## src/rtl/lockdet_pkg.sv

```systemverilog
package lockdet_pkg;
  typedef enum logic [1:0] {
    ST_SEARCH = 2'd0,
    ST_VERIFY = 2'd1,
    ST_TRACK  = 2'd2
  } lockSt_t;

  typedef struct packed {
    logic clear;
    logic freeze;
  } ctrlStrobe_t;
endpackage

```

## src/rtl/lockdet_accum.sv

```systemverilog
module lockdet_accum #(
  parameter int ErrW = 8,
  parameter int CntW = 16,
  parameter int AccW = 24
) (
  input  logic                     clk,
  input  logic                     rstN,
  input  lockdet_pkg::ctrlStrobe_t strobe,
  input  logic                     symValid,
  input  logic signed [ErrW-1:0]   phaseErr,
  input  logic signed [ErrW-1:0]   freqErr,
  input  logic signed [ErrW-1:0]   altErr,
  input  logic                     falseSel,
  input  logic [CntW-1:0]          intCount,
  input  logic [AccW-1:0]          lockThresh,
  input  logic [AccW-1:0]          falseThresh,
  output logic                     resValid,
  output logic                     winGood,
  output logic                     winFalse,
  output logic signed [AccW-1:0]   phaseSum,
  output logic signed [AccW-1:0]   falseSum
);
  localparam int ExtW = AccW - ErrW;

  logic signed [AccW-1:0] phaseAcc, falseAcc, nextPhase, nextFalse;
  logic signed [ErrW-1:0] falseIn;
  logic [CntW-1:0]        symCnt, lastIdx;

  function automatic logic [AccW-1:0] magOf(input logic signed [AccW-1:0] v);
    return v[AccW-1] ? AccW'(-v) : AccW'(v);
  endfunction

  always_comb begin
    falseIn   = falseSel ? altErr : freqErr;
    lastIdx   = (intCount == '0) ? '0 : intCount - 1'b1;
    nextPhase = phaseAcc + {{ExtW{phaseErr[ErrW-1]}}, phaseErr};
    nextFalse = falseAcc + {{ExtW{falseIn[ErrW-1]}}, falseIn};
  end

  always_ff @(posedge clk) begin
    if (!rstN) begin
      symCnt   <= '0;
      phaseAcc <= '0;
      falseAcc <= '0;
      resValid <= 1'b0;
      winGood  <= 1'b0;
      winFalse <= 1'b0;
      phaseSum <= '0;
      falseSum <= '0;
    end else begin
      resValid <= 1'b0;
      if (strobe.clear) begin
        symCnt   <= '0;
        phaseAcc <= '0;
        falseAcc <= '0;
      end else if (symValid && !strobe.freeze) begin
        if (symCnt == lastIdx) begin
          resValid <= 1'b1;
          phaseSum <= nextPhase;
          falseSum <= nextFalse;
          winGood  <= magOf(nextPhase) < lockThresh;
          winFalse <= magOf(nextFalse) > falseThresh;
          symCnt   <= '0;
          phaseAcc <= '0;
          falseAcc <= '0;
        end else begin
          symCnt   <= symCnt + 1'b1;
          phaseAcc <= nextPhase;
          falseAcc <= nextFalse;
        end
      end
    end
  end
endmodule

```

## src/rtl/lockdet_fsm.sv

```systemverilog
module lockdet_fsm #(
  parameter int RunW = 4
) (
  input  logic                     clk,
  input  logic                     rstN,
  input  logic                     resValid,
  input  logic                     winGood,
  input  logic                     winFalse,
  input  logic                     falseLockEn,
  input  logic [RunW-1:0]          verifyNeed,
  input  logic [RunW-1:0]          dropNeed,
  input  logic                     haltReq,
  input  logic                     initReq,
  output lockdet_pkg::ctrlStrobe_t strobe,
  output lockdet_pkg::lockSt_t     state,
  output logic                     lockIrq,
  output logic                     halted
);
  import lockdet_pkg::*;

  lockSt_t         stateNext;
  logic [RunW-1:0] runCnt, runNext, vLimit, dLimit;
  logic            haltPend;

  always_comb begin
    vLimit    = (verifyNeed == '0) ? RunW'(1) : verifyNeed;
    dLimit    = (dropNeed == '0) ? RunW'(1) : dropNeed;
    stateNext = state;
    runNext   = runCnt;
    if (resValid) begin
      unique case (state)
        ST_SEARCH: begin
          runNext = '0;
          if (winGood) stateNext = ST_VERIFY;
        end
        ST_VERIFY: begin
          if (!winGood || (falseLockEn && winFalse)) begin
            stateNext = ST_SEARCH;
            runNext   = '0;
          end else if (runCnt + 1'b1 >= vLimit) begin
            stateNext = ST_TRACK;
            runNext   = '0;
          end else begin
            runNext = runCnt + 1'b1;
          end
        end
        ST_TRACK: begin
          if (winGood) begin
            runNext = '0;
          end else if (runCnt + 1'b1 >= dLimit) begin
            stateNext = ST_SEARCH;
            runNext   = '0;
          end else begin
            runNext = runCnt + 1'b1;
          end
        end
        default: begin
          stateNext = ST_SEARCH;
          runNext   = '0;
        end
      endcase
    end
    strobe.clear  = initReq;
    strobe.freeze = halted || (haltPend && resValid);
  end

  always_ff @(posedge clk) begin
    if (!rstN) begin
      state    <= ST_SEARCH;
      runCnt   <= '0;
      lockIrq  <= 1'b0;
      haltPend <= 1'b0;
      halted   <= 1'b0;
    end else begin
      state   <= stateNext;
      runCnt  <= runNext;
      lockIrq <= (stateNext == ST_TRACK) != (state == ST_TRACK);
      if (haltReq) haltPend <= 1'b1;
      if (resValid && haltPend) begin
        halted   <= 1'b1;
        haltPend <= 1'b0;
      end
      if (initReq) begin
        halted   <= 1'b0;
        haltPend <= 1'b0;
      end
    end
  end
endmodule

```

## src/rtl/carrier_lock_ctrl.sv

```systemverilog
module carrier_lock_ctrl #(
  parameter int ErrW = 8,
  parameter int CntW = 16,
  parameter int AccW = 24,
  parameter int RunW = 4
) (
  input  logic                   clk,
  input  logic                   rstN,
  input  logic                   symValid,
  input  logic signed [ErrW-1:0] phaseErr,
  input  logic signed [ErrW-1:0] freqErr,
  input  logic signed [ErrW-1:0] altErr,
  input  logic                   falseSel,
  input  logic                   falseLockEn,
  input  logic [CntW-1:0]        intCount,
  input  logic [AccW-1:0]        lockThresh,
  input  logic [AccW-1:0]        falseThresh,
  input  logic [RunW-1:0]        verifyNeed,
  input  logic [RunW-1:0]        dropNeed,
  input  logic                   haltReq,
  input  logic                   initReq,
  input  logic                   sweepDir,
  input  logic                   hiPwr,
  input  logic                   loPwr,
  output logic [1:0]             lockState,
  output logic                   locked,
  output logic                   acqTrkSel,
  output logic                   sweepEn,
  output logic                   lockIrq,
  output logic                   halted,
  output logic signed [AccW-1:0] phaseSum,
  output logic signed [AccW-1:0] falseSum,
  output logic [7:0]             status
);
  import lockdet_pkg::*;

  ctrlStrobe_t strobe;
  lockSt_t     state;
  logic        resValid, winGood, winFalse;

  lockdet_accum #(.ErrW(ErrW), .CntW(CntW), .AccW(AccW)) u_accum (
    .clk(clk), .rstN(rstN), .strobe(strobe), .symValid(symValid),
    .phaseErr(phaseErr), .freqErr(freqErr), .altErr(altErr),
    .falseSel(falseSel), .intCount(intCount), .lockThresh(lockThresh),
    .falseThresh(falseThresh), .resValid(resValid), .winGood(winGood),
    .winFalse(winFalse), .phaseSum(phaseSum), .falseSum(falseSum)
  );

  lockdet_fsm #(.RunW(RunW)) u_fsm (
    .clk(clk), .rstN(rstN), .resValid(resValid), .winGood(winGood),
    .winFalse(winFalse), .falseLockEn(falseLockEn), .verifyNeed(verifyNeed),
    .dropNeed(dropNeed), .haltReq(haltReq), .initReq(initReq),
    .strobe(strobe), .state(state), .lockIrq(lockIrq), .halted(halted)
  );

  always_comb begin
    lockState = state;
    locked    = (state == ST_TRACK);
    acqTrkSel = locked;
    sweepEn   = (state == ST_SEARCH);
    status    = {1'b0, locked, acqTrkSel, sweepDir, hiPwr, loPwr, halted, 1'b0};
  end
endmodule

```

## config.mk

```make
export PLATFORM = sky130hd
export DESIGN_NAME = carrier_lock_ctrl
export DESIGN_NICKNAME = d
export VERILOG_FILES = /design/src/rtl/lockdet_pkg.sv /design/src/rtl/lockdet_accum.sv /design/src/rtl/lockdet_fsm.sv /design/src/rtl/carrier_lock_ctrl.sv
export SDC_FILE = /design/constraint.sdc
export NUM_CORES = 1
export LEC_CHECK = 0
export ABC_AREA = 1
export BUFFER_PORTS_ARGS = -buffer_cell sky130_fd_sc_hd__buf_4
export CAP_MARGIN = 20
export CORE_ASPECT_RATIO = 0.5
export CORE_MARGIN = 1.5
export CORE_UTILIZATION = 55
export CTS_CLUSTER_SIZE = 14
export DETAILED_ROUTE_END_ITERATION = 6
export HOLD_SLACK_MARGIN = 0.08
export PLACE_DENSITY = 0.87
export SYNTH_ARGS = -nofsm -noshare
export SYNTH_HDL_FRONTEND = slang
export SYNTH_SLANG_ARGS = --single-unit
```

## constraint.sdc

```tcl
create_clock -name clk -period 4.9 [get_ports clk]
set_input_delay 0.735 -clock clk [delete_from_list [all_inputs] [get_ports clk]]
set_output_delay 0.735 -clock clk [all_outputs]
set_load 0.01 [all_outputs]
```

; After elaboration in Yosys (flattened, before gate mapping)
; Cells that the tools add are included.
[classes]
addsub = 7
order_cmp = 4
eq_ne = 5
muxes = 22
bitwise = 3
reduce_logical = 15
[ops]
columns = cell, n
row1 = 24-bit 2-to-1 mux, 4
row2 = 24-bit adder, 2
row3 = 24-bit negator, 2
row4 = 16-bit 2-to-1 mux, 2
row5 = 24-bit > comparator, 1
row6 = 24-bit < comparator, 1
row7 = 4-bit 2-to-1 mux, 6
row8 = 16-bit by 1-bit adder with 16-bit output (second input constant), 1
row9 = 16-bit == test, 1
row10 = 16-bit zero test, 1
row11 = 16-bit by 1-bit subtractor with 16-bit output (second input constant), 1
row12 = 2-bit 2-to-1 mux, 6
row13 = 4-bit >= comparator, 2
row14 = 4-bit zero test, 2
row15 = 8-bit 2-to-1 mux, 1
row16 = 4-bit case mux with 2 select lines, 1
row17 = 2-bit case mux with 3 select lines, 1
row18 = 3-bit OR reduction, 2
row19 = 4-bit by 1-bit adder with 4-bit output (second input constant), 1
row20 = 2-bit == test (second input constant), 2
row21 = 1-bit logical AND, 3
row22 = 1-bit inverter, 3
row23 = 3-bit AND reduction, 1
row24 = 2-bit by 1-bit == test with 1-bit output (second input constant), 1
row25 = other kinds (6), 8
[totals]
ff_bits = 124
inputBits = 106
output_inout_bits = 63
word_cells = 69

; Depth between registers and ports, before layout
; Gate-level depths: netlist of the first run.
[logic_depth]
depth_word = 9
mapped_depth = 34
depth_no_buf = 34

; Modules after synthesis
; A second synthesis of the first run with hierarchy kept.
[unflattened]
cells_unflattened = 1991
area_unflattened_um2 = 11922.7
[modules_own_cells]
columns = mod, instances, cells_each, area_each_um2, seq_area_each_um2
row1 = lockdet_accum, 1, 1864, 11028.1, 2302.2
row2 = lockdet_fsm, 1, 114, 809.5, 180.2
row3 = carrier_lock_ctrl, 1, 13, 85.1, 0.0

; Worst setup path before layout of the first run
; OpenSTA, ideal clock, no wires.
[synth_timing]
kind = input port to flip-flop
start = in falseSel
end = reg u_accum.winFalse
setup_time_ns = 0.114
t_arrival_ns = 4.244
required_ns = 4.786
slack_ns = 0.541
path_stages = 25
n_path_buf = 1
cell_sequence = buf_2 > mux2_2 > ha_1 > a21oi_1 > o21ai_0 > a21oi_1 > nand2_1 > nand2_1 > nand2_1 > xor2_2 > nand2_1 > nand3_1 > nand2_1 > nand2_1 > inv_1 > ha_1 > inv_1 > nor2_1 > nand2_1 > nor3_1 > nand4_1 > nor4_1 > nor2_1 > nor2_1 > nor2_1
[synth_between]
elab_chain_len = 5
[synth_lines]
columns = item, line
row1 = "start, declared", carrier_lock_ctrl.sv:13  ; input logic falseSel,
row2 = 8-bit 2-to-1 mux *, lockdet_accum.sv:34  ; falseIn = falseSel ? altErr : freqErr;
row3 = 24-bit adder *, lockdet_accum.sv:37  ; nextFalse = falseAcc + {{ExtW{falseIn[ErrW-1]}}, falseIn};
row4 = 24-bit negator, lockdet_accum.sv:30  ; return v[AccW-1] ? AccW'(-v) : AccW'(v);
row5 = 24-bit 2-to-1 mux *, lockdet_accum.sv:30
row6 = 24-bit > comparator *, lockdet_accum.sv:62  ; winFalse <= magOf(nextFalse) > falseThresh;
row7 = "end signal, assigned", lockdet_accum.sv:62
row8 = "end, declared", lockdet_accum.sv:19  ; output logic winFalse,
; Every way passes the cells marked *; elsewhere a longest branch is shown, timed or not.
; A chain may end at the register's enable or synchronous reset.

; Final worst setup path of the first run
[layout_timing]
start = in phaseErr[7]
end = reg u_accum.winGood
[layout_between]
elab_chain_len = 4
[layout_lines]
columns = item, line
row1 = "start, declared", carrier_lock_ctrl.sv:10  ; input logic signed [ErrW-1:0] phaseErr,
row2 = 24-bit adder *, lockdet_accum.sv:36  ; nextPhase = phaseAcc + {{ExtW{phaseErr[ErrW-1]}}, phaseErr};
row3 = 24-bit negator, lockdet_accum.sv:30
row4 = 24-bit 2-to-1 mux *, lockdet_accum.sv:30
row5 = 24-bit < comparator *, lockdet_accum.sv:61  ; winGood <= magOf(nextPhase) < lockThresh;
row6 = "end signal, assigned", lockdet_accum.sv:61
row7 = "end, declared", lockdet_accum.sv:18  ; output logic winGood,
; Marks and branches as above.

==> results of run 1 <==
-- cell families (layout without fill, tap and decap cells) --
kind of cell	Yosys count	count (layout)	synth area share [%]
other	1	2	0.03108
buffers and inverters	402	572	13.50
AO/OA/AOI/OAI	203	203	8.969
AND/OR/NAND/NOR	1176	1176	40.93
adder cells (fa/ha/maj)	112	112	11.74
multiplexers	7	7	0.6533
flip-flops	124	124	20.57
XOR/XNOR	48	48	3.608
-- final cells by class --
type                    count  area share (%)
clock buffers              18           3.023
flip-flops and latches    124           17.48
inverters                 348           9.201
repair buffers            192           10.33
well taps                 300           2.644
multi-input cells        1548           56.37
clock inverters            14          0.9518
-- registers in the layout (all words and copies together), names as in the netlist --
name	flops
u_accum.falseAcc	24
u_accum.falseSum	24
u_accum.phaseAcc	24
u_accum.phaseSum	24
u_accum.resValid	1
u_accum.symCnt	16
u_accum.winFalse	1
u_accum.winGood	1
u_fsm.haltPend	1
u_fsm.halted	1
u_fsm.lockIrq	1
u_fsm.runCnt	4
u_fsm.state	2
-- worst paths after layout --
check | startpoint | endpoint | slack, ns | cells after the start
min | u_accum.phaseAcc[2]$_SDFFE_PP0P_ | u_accum.phaseAcc[2]$_SDFFE_PP0P_ | 0.47 | 2
max reg2reg | u_accum.phaseAcc[0]$_SDFFE_PP0P_ | u_accum.winGood$_SDFFE_PN0P_ | 0.47 | 20
min reg2reg | u_accum.phaseAcc[2]$_SDFFE_PP0P_ | u_accum.phaseAcc[2]$_SDFFE_PP0P_ | 0.47 | 2
max | phaseErr[7] | u_accum.winGood$_SDFFE_PN0P_ | 0.45 | 22
-- synth_stat cells, drive strengths merged --
| master | number |
|---|---|
| a211oi | 3 |
| a21boi | 1 |
| a21o | 2 |
| a21oi | 138 |
| a22oi | 1 |
| a31o | 3 |
| a31oi | 2 |
| and2 | 3 |
| buf | 34 |
| clkbuf | 20 |
| clkinv | 1 |
| conb | 1 |
| dfxtp | 124 |
| fa | 2 |
| ha | 110 |
| inv | 347 |
| mux2 | 7 |
| nand2 | 662 |
| nand3 | 124 |
| nand3b | 16 |
| nand4 | 48 |
| nor2 | 293 |
| nor3 | 23 |
| nor4 | 5 |
| o211ai | 3 |
| o21a | 1 |
| o21ai | 39 |
| o21bai | 7 |
| o221ai | 1 |
| o22ai | 1 |
| o31ai | 1 |
| or2 | 2 |
| xnor2 | 6 |
| xor2 | 42 |
-- worst reg2reg max path: cells and delay by family (launching register included) --
| kind | cells | cell delay (ns) |
|---|---|---|
| AOI/OAI and AO/OA | 1 | 0.39 |
| xor gates and xnor gates | 1 | 0.15 |
| adders and majority gates | 3 | 1.10 |
| buffers and inverters | 2 | 0.15 |
| DFF | 1 | 0.35 |
| and+or+nand+nor | 13 | 2.21 |
-- metal layers --
metal	global-route usage [%]	part of all wire, %	vias to the layer above
li1	-	-	6814
met1	40.39	46	5837
met2	51.56	45	463
met3	4.842	6.6	71
met4	10.84	2.4	0
met5	0	0	-
-- timing repair --
action	4_1_cts	5_1_grt
setup buffers	0	0
endpoints found under the setup margin	0	1
gates resized for setup	0	7
-- report_power, final --
group | leakage (nW) | internal (mW) | total, mW | switching, mW
clock | 0.270 | 0.708 | 1.25 | 0.542
sequential | 1.00 | 1.03 | 1.04 | 0.0144
combinational | 6.64 | 0.454 | 1.19 | 0.736
==> results.cfg, run 1 <==
[placed_design]
post-dp-hpwl_mm = 26.61
placed_cell_area_um2 = 13580
dp.cells = 2511
dp_slack_ns = 0.02172
globalplace.congestion = 0.9579
numPortBuffers = 160

[routing]
ant_nets = 0
drt_first_iter_violations = 1066
drc_errors = 0
viasPerCell = 5.183
routed_wl_mm = 34.52
avgRoutedWirePerCell_um = 13.57
dr.pass1.iters = 7
num_vias = 13190

[global_route]
antenna_found_initial = 0
grt_max_degree = 87
overflow = 0
grt_pass1_vias = 12020
grt_pass1_wl_mm = 56.50
track_usage_pct = 30.86

[power_and_ir_drop]
power_leakage_nw = 7.909
power_density_nw_per_um2 = 245.2
vdd_drop_max_mv = 0.1616
fin_total_pwr_mw = 3.481

[layout]
layout_commonest_cell = nand2_1
utilization_pct = 65.77
fin_area_um2 = 14200
seqCellArea_um2 = 2482
antenna_cells = 0
syn_to_final_growth_pct = 17.66
fillers = 2069
layout_common_cells = nand2_1, inv_1, nor2_1
stdcell_count = 2544
layout.nets = 2449
multiInputGateArea_um2 = 8003
layout-drive-gt1-share_pct = 12.48

[logic_synthesis]
yosys-top-cells-area = dfxtp_1, nand2_1, ha_1, inv_1, nor2_1
yosysSeqAreaShare_pct = 20.57
ys_ff_latch = 124
synth.cell_area_um2 = 12070
synth_top_area_share_pct = 20.57
avgSynthCellArea_um2 = 5.821
synthCells = 2073
synth_top_area_cell = dfxtp_1
ys_types = 45
synth_warnings = 0

[sta]
tightest_slew_ns = 0.8903
rsz0062_at_grt = no
finalCriticalPeriod_ns = 4.451
fmax_mhz = 224.7
maxSlewViolCount = 0
skew_ns = 0.01118
setup_ws_ns = 0.4490
slew_headroom_pct = 40.64
hold_viol = 0
finalSetupTns_ns = 0
holdWs_ns = 0.4719
final.period_utilization_pct = 90.84
setup_viol = 0

[floorplanning]
die-height_um = 107.7
core_um2 = 21590
dieWidth_um = 212.5
num_rows = 38
initial_core_util_pct = 55.90
die-area_um2 = 22890
ios = 169

[clock_tree]
clkLatencyLatePin_ns = 0.44
hold_buffers = 0
clkSlewWorstSetupHoldPaths_ns = 0.06
cts_max_path_buffers = 2
cts_tree = yes
numCtsBuffers = 17
clkSinkCount = 124
ctsHtreeMaxLevel = 4
clock-root-buffer = clkbuf_16

[worst_setup_path]
critPathSlowestCell = nor4_1
crit_top_cell = nand2_1
path_buf_inv = 3
critical_path_required_ns = 5.23
startpoint_type = input pin
critPathKind = in -> reg
end_kind = register
cp_max_fo = 12
crit_arrival_ns = 4.78
critPathMaxStageDelay_ns = 0.53
cp_top_family = simple AND/OR/NAND/NOR gates
cp_cell_sequence = buf_4, ha_1, a21oi_1, inv_1, a21oi_1, nand3_1, nand2_1, nand2_1, inv_1, nand2_1, nor2_1, nand2_1, o21ai_0, xor2_1, ha_1, nand2_1, nor4_1, nand3_1, nand2_1, nand4_1, nand2_1, nor2_1

[min_path]
min-delay-path-class = reg -> reg

[run]
maxCapViolations = 0

[outcome]
status = finished clean
Power figures use the tool's default switching activity.
==> run 2, diff against run 1 <==
ABC_AREA = default   (was 1)
PLACE_DENSITY = 0.88   (was 0.87)
==> results.cfg, run 2 <==
[outcome]
status = finished, violations left
violations = setup timing

[logic_synthesis]
synth_top_area_share_pct = 23.56
synth_commonest_cells = nor2_1, dfxtp_1, ha_1, inv_1, xnor2_1
synthCells = 1264
synth-edff-count = 0
synth_warnings = 0
synth.cell_area_um2 = 10540
synth_flop_cell = dfxtp_1
ys_ff_latch = 124
yosysSeqAreaShare_pct = 23.56
synth_most_common_cell = nor2_1
avgSynthCellArea_um2 = 8.336
ys_types = 90
yosys-top-cells-area = dfxtp_1, ha_1, xnor2_1, mux2i_1, nor2_1
synthArstFlopShare_pct = 0
synth_top_area_cell = dfxtp_1

[routing]
ant_nets = 0
wl_met1_mm = 14.50
drt_first_iter_violations = 1059
dr.max_layer_used = met4
met3_length_mm = 2.946
routed_wl_mm = 37.21
drc_errors = 0
avgRoutedWirePerCell_um = 20.10
dr_wl_met2_mm = 18.02
num_vias = 11620
dr.pass1.iters = 7
viasPerCell = 6.280

[sta]
final.period_utilization_pct = 104.3
hold_viol = 0
skew_ns = 0.01129
setup_ws_ns = -0.2105
maxSlewViolCount = 0
rsz0062_at_grt = yes
slew_headroom_pct = 27.36
holdWs_ns = 0.4815
setup_viol = 2
fmax_mhz = 195.7
tightest_slew_ns = 1.082
finalCriticalPeriod_ns = 5.111

[worst_setup_path]
cp_max_fo = 10
critPathMaxStageDelay_ns = 0.39
end_kind = register
critical_path_required_ns = 5.21
cp_cell_sequence = buf_6, mux2_4, ha_1, nand3_1, a21oi_1, a211oi_4, o211ai_1, o211ai_1, a21oi_2, buf_4, xor2_2, buf_6, o21ai_0, xnor2_1, ha_1, a21o_1, a21o_1, a21oi_2, o21ai_0, a21o_1, a221oi_2, a211o_1, a21oi_1
reg2reg_slack_ns = 0
startpoint_type = input pin
crit_arrival_ns = 5.42
crit_top_cell = a21o_1
critPathSlowestCell = mux2_4
critPathKind = in -> reg

[global_route]
antenna_found_initial = 0
grt_pass1_wl_mm = 54.86
grt_max_degree = 58
track_usage_pct = 34.01
overflow = 0
grt_pass1_vias = 11430

[layout]
utilization_pct = 77.74
syn_to_final_growth_pct = 36.99
layout-drive-gt1-share_pct = 31.97
stdcell_count = 1851
layout_commonest_cell = buf_4
layout.nets = 1797
layout_common_cells = buf_4, dfxtp_1, nor2_1
antenna_cells = 0

[min_path]
min-delay-path-class = reg -> reg

[floorplanning]
dieWidth_um = 198.7
ios = 169
num_rows = 35
initial_core_util_pct = 56.75
die-area_um2 = 20050
core_um2 = 18570
die-height_um = 100.9

[clock_tree]
numCtsBuffers = 17
ctsHtreeMaxLevel = 4
cts_tree = yes
clkSinkCount = 124
clock-root-buffer = clkbuf_16
clkLatencyLatePin_ns = 0.44
clkSlewWorstSetupHoldPaths_ns = 0.06
cts_max_path_buffers = 2

[power_and_ir_drop]
vdd_drop_max_mv = 0.3019
power_density_nw_per_um2 = 279.6
power_leakage_nw = 6.941

[placed_design]
post-dp-hpwl_mm = 25.09
numPortBuffers = 160
dp.cells = 1795
globalplace.congestion = 0.9579

[run]
maxCapViolations = 0
## run 2: timing repair
| action | in CTS | in global routing |
|---|---|---|
| gates cloned | 0 | 0 |
| hold buffers | 0 | 0 |
| setup buffers | 5 | 18 |
| setup endpoints to repair | 2 | 2 |
| resized for setup | 14 | 40 |
| pin swaps | 13 | 28 |
## run 2: cell families after synthesis
family	after synthesis	synth area share [%]
AND/OR/NAND/NOR	386	19.13
AO/OA/AOI/OAI	315	21.84
buffers and inverters	150	6.258
flip-flops	124	23.56
XOR/XNOR	114	9.738
adder cells (fa/ha/maj)	112	13.44
multiplexers	62	5.997
other	1	0.03559
## run 2: report_power, final
group	internal, mW	total, mW	switching [mW]
logic	0.739	1.59	0.850
registers	1.03	1.04	0.0153
clock network	0.877	1.40	0.525
## run 2: cell type report
type,count,area [µm²]
Clock buffer,21,460.4
Tap cell,259,324.1
Fill cell,1156,4134
Multi-Input combinational cell,991,7926
Sequential cell,124,2482
Timing Repair Buffer,362,2763
Inverter,83,311.5
Clock inverter,11,166.4
## run 2: worst paths after layout
kind / startpoint / to / depth (start not counted)
worst min register to register: u_accum.falseAcc[12]$_SDFFE_PP0P_ / u_accum.falseAcc[12]$_SDFFE_PP0P_ / 1
worst max register to register: u_accum.phaseAcc[0]$_SDFFE_PP0P_ / u_accum.winGood$_SDFFE_PN0P_ / 24
worst max-delay path: falseSel / u_accum.winFalse$_SDFFE_PN0P_ / 23
worst min-delay path: u_accum.falseAcc[12]$_SDFFE_PP0P_ / u_accum.falseAcc[12]$_SDFFE_PP0P_ / 1
## run 2: per-stage QoR
stage / area [µm²] / power, mW / setup TNS (ns) / setup WS, ns
final: 14430 / 4.036 / -0.2738 / -0.2105
after global routing: 14430 / 4.175 / -0.6101 / -0.3648
after detailed placement: 13320 / 2.434 / -0.9592 / -0.5296
after global placement: 13320 / 2.365 / -0.5281 / -0.3648
after CTS: 14050 / 3.844 / 0 / 0.009721
after floorplan: 10800 / 1.916 / -0.2125 / -0.2125
## run 2: routing by layer
layer | up-vias | GRT usage (%)
met2 | 672 | 61.24
met1 | 5552 | 39.62
met4 | 0 | 17.31
li1 | 5233 | -
met5 | - | 0
met3 | 167 | 5.253
## run 2: critical path: cells and delay by family
kind                     cells  cell delay (ns)
AO/OA/AOI/OAI               14             2.49
buffers and inverters        3             0.52
multiplexers                 1             0.39
AND/OR/NAND/NOR              1             0.13
adder cells (fa/ha/maj)      2             0.59
XOR/XNOR                     2             0.54
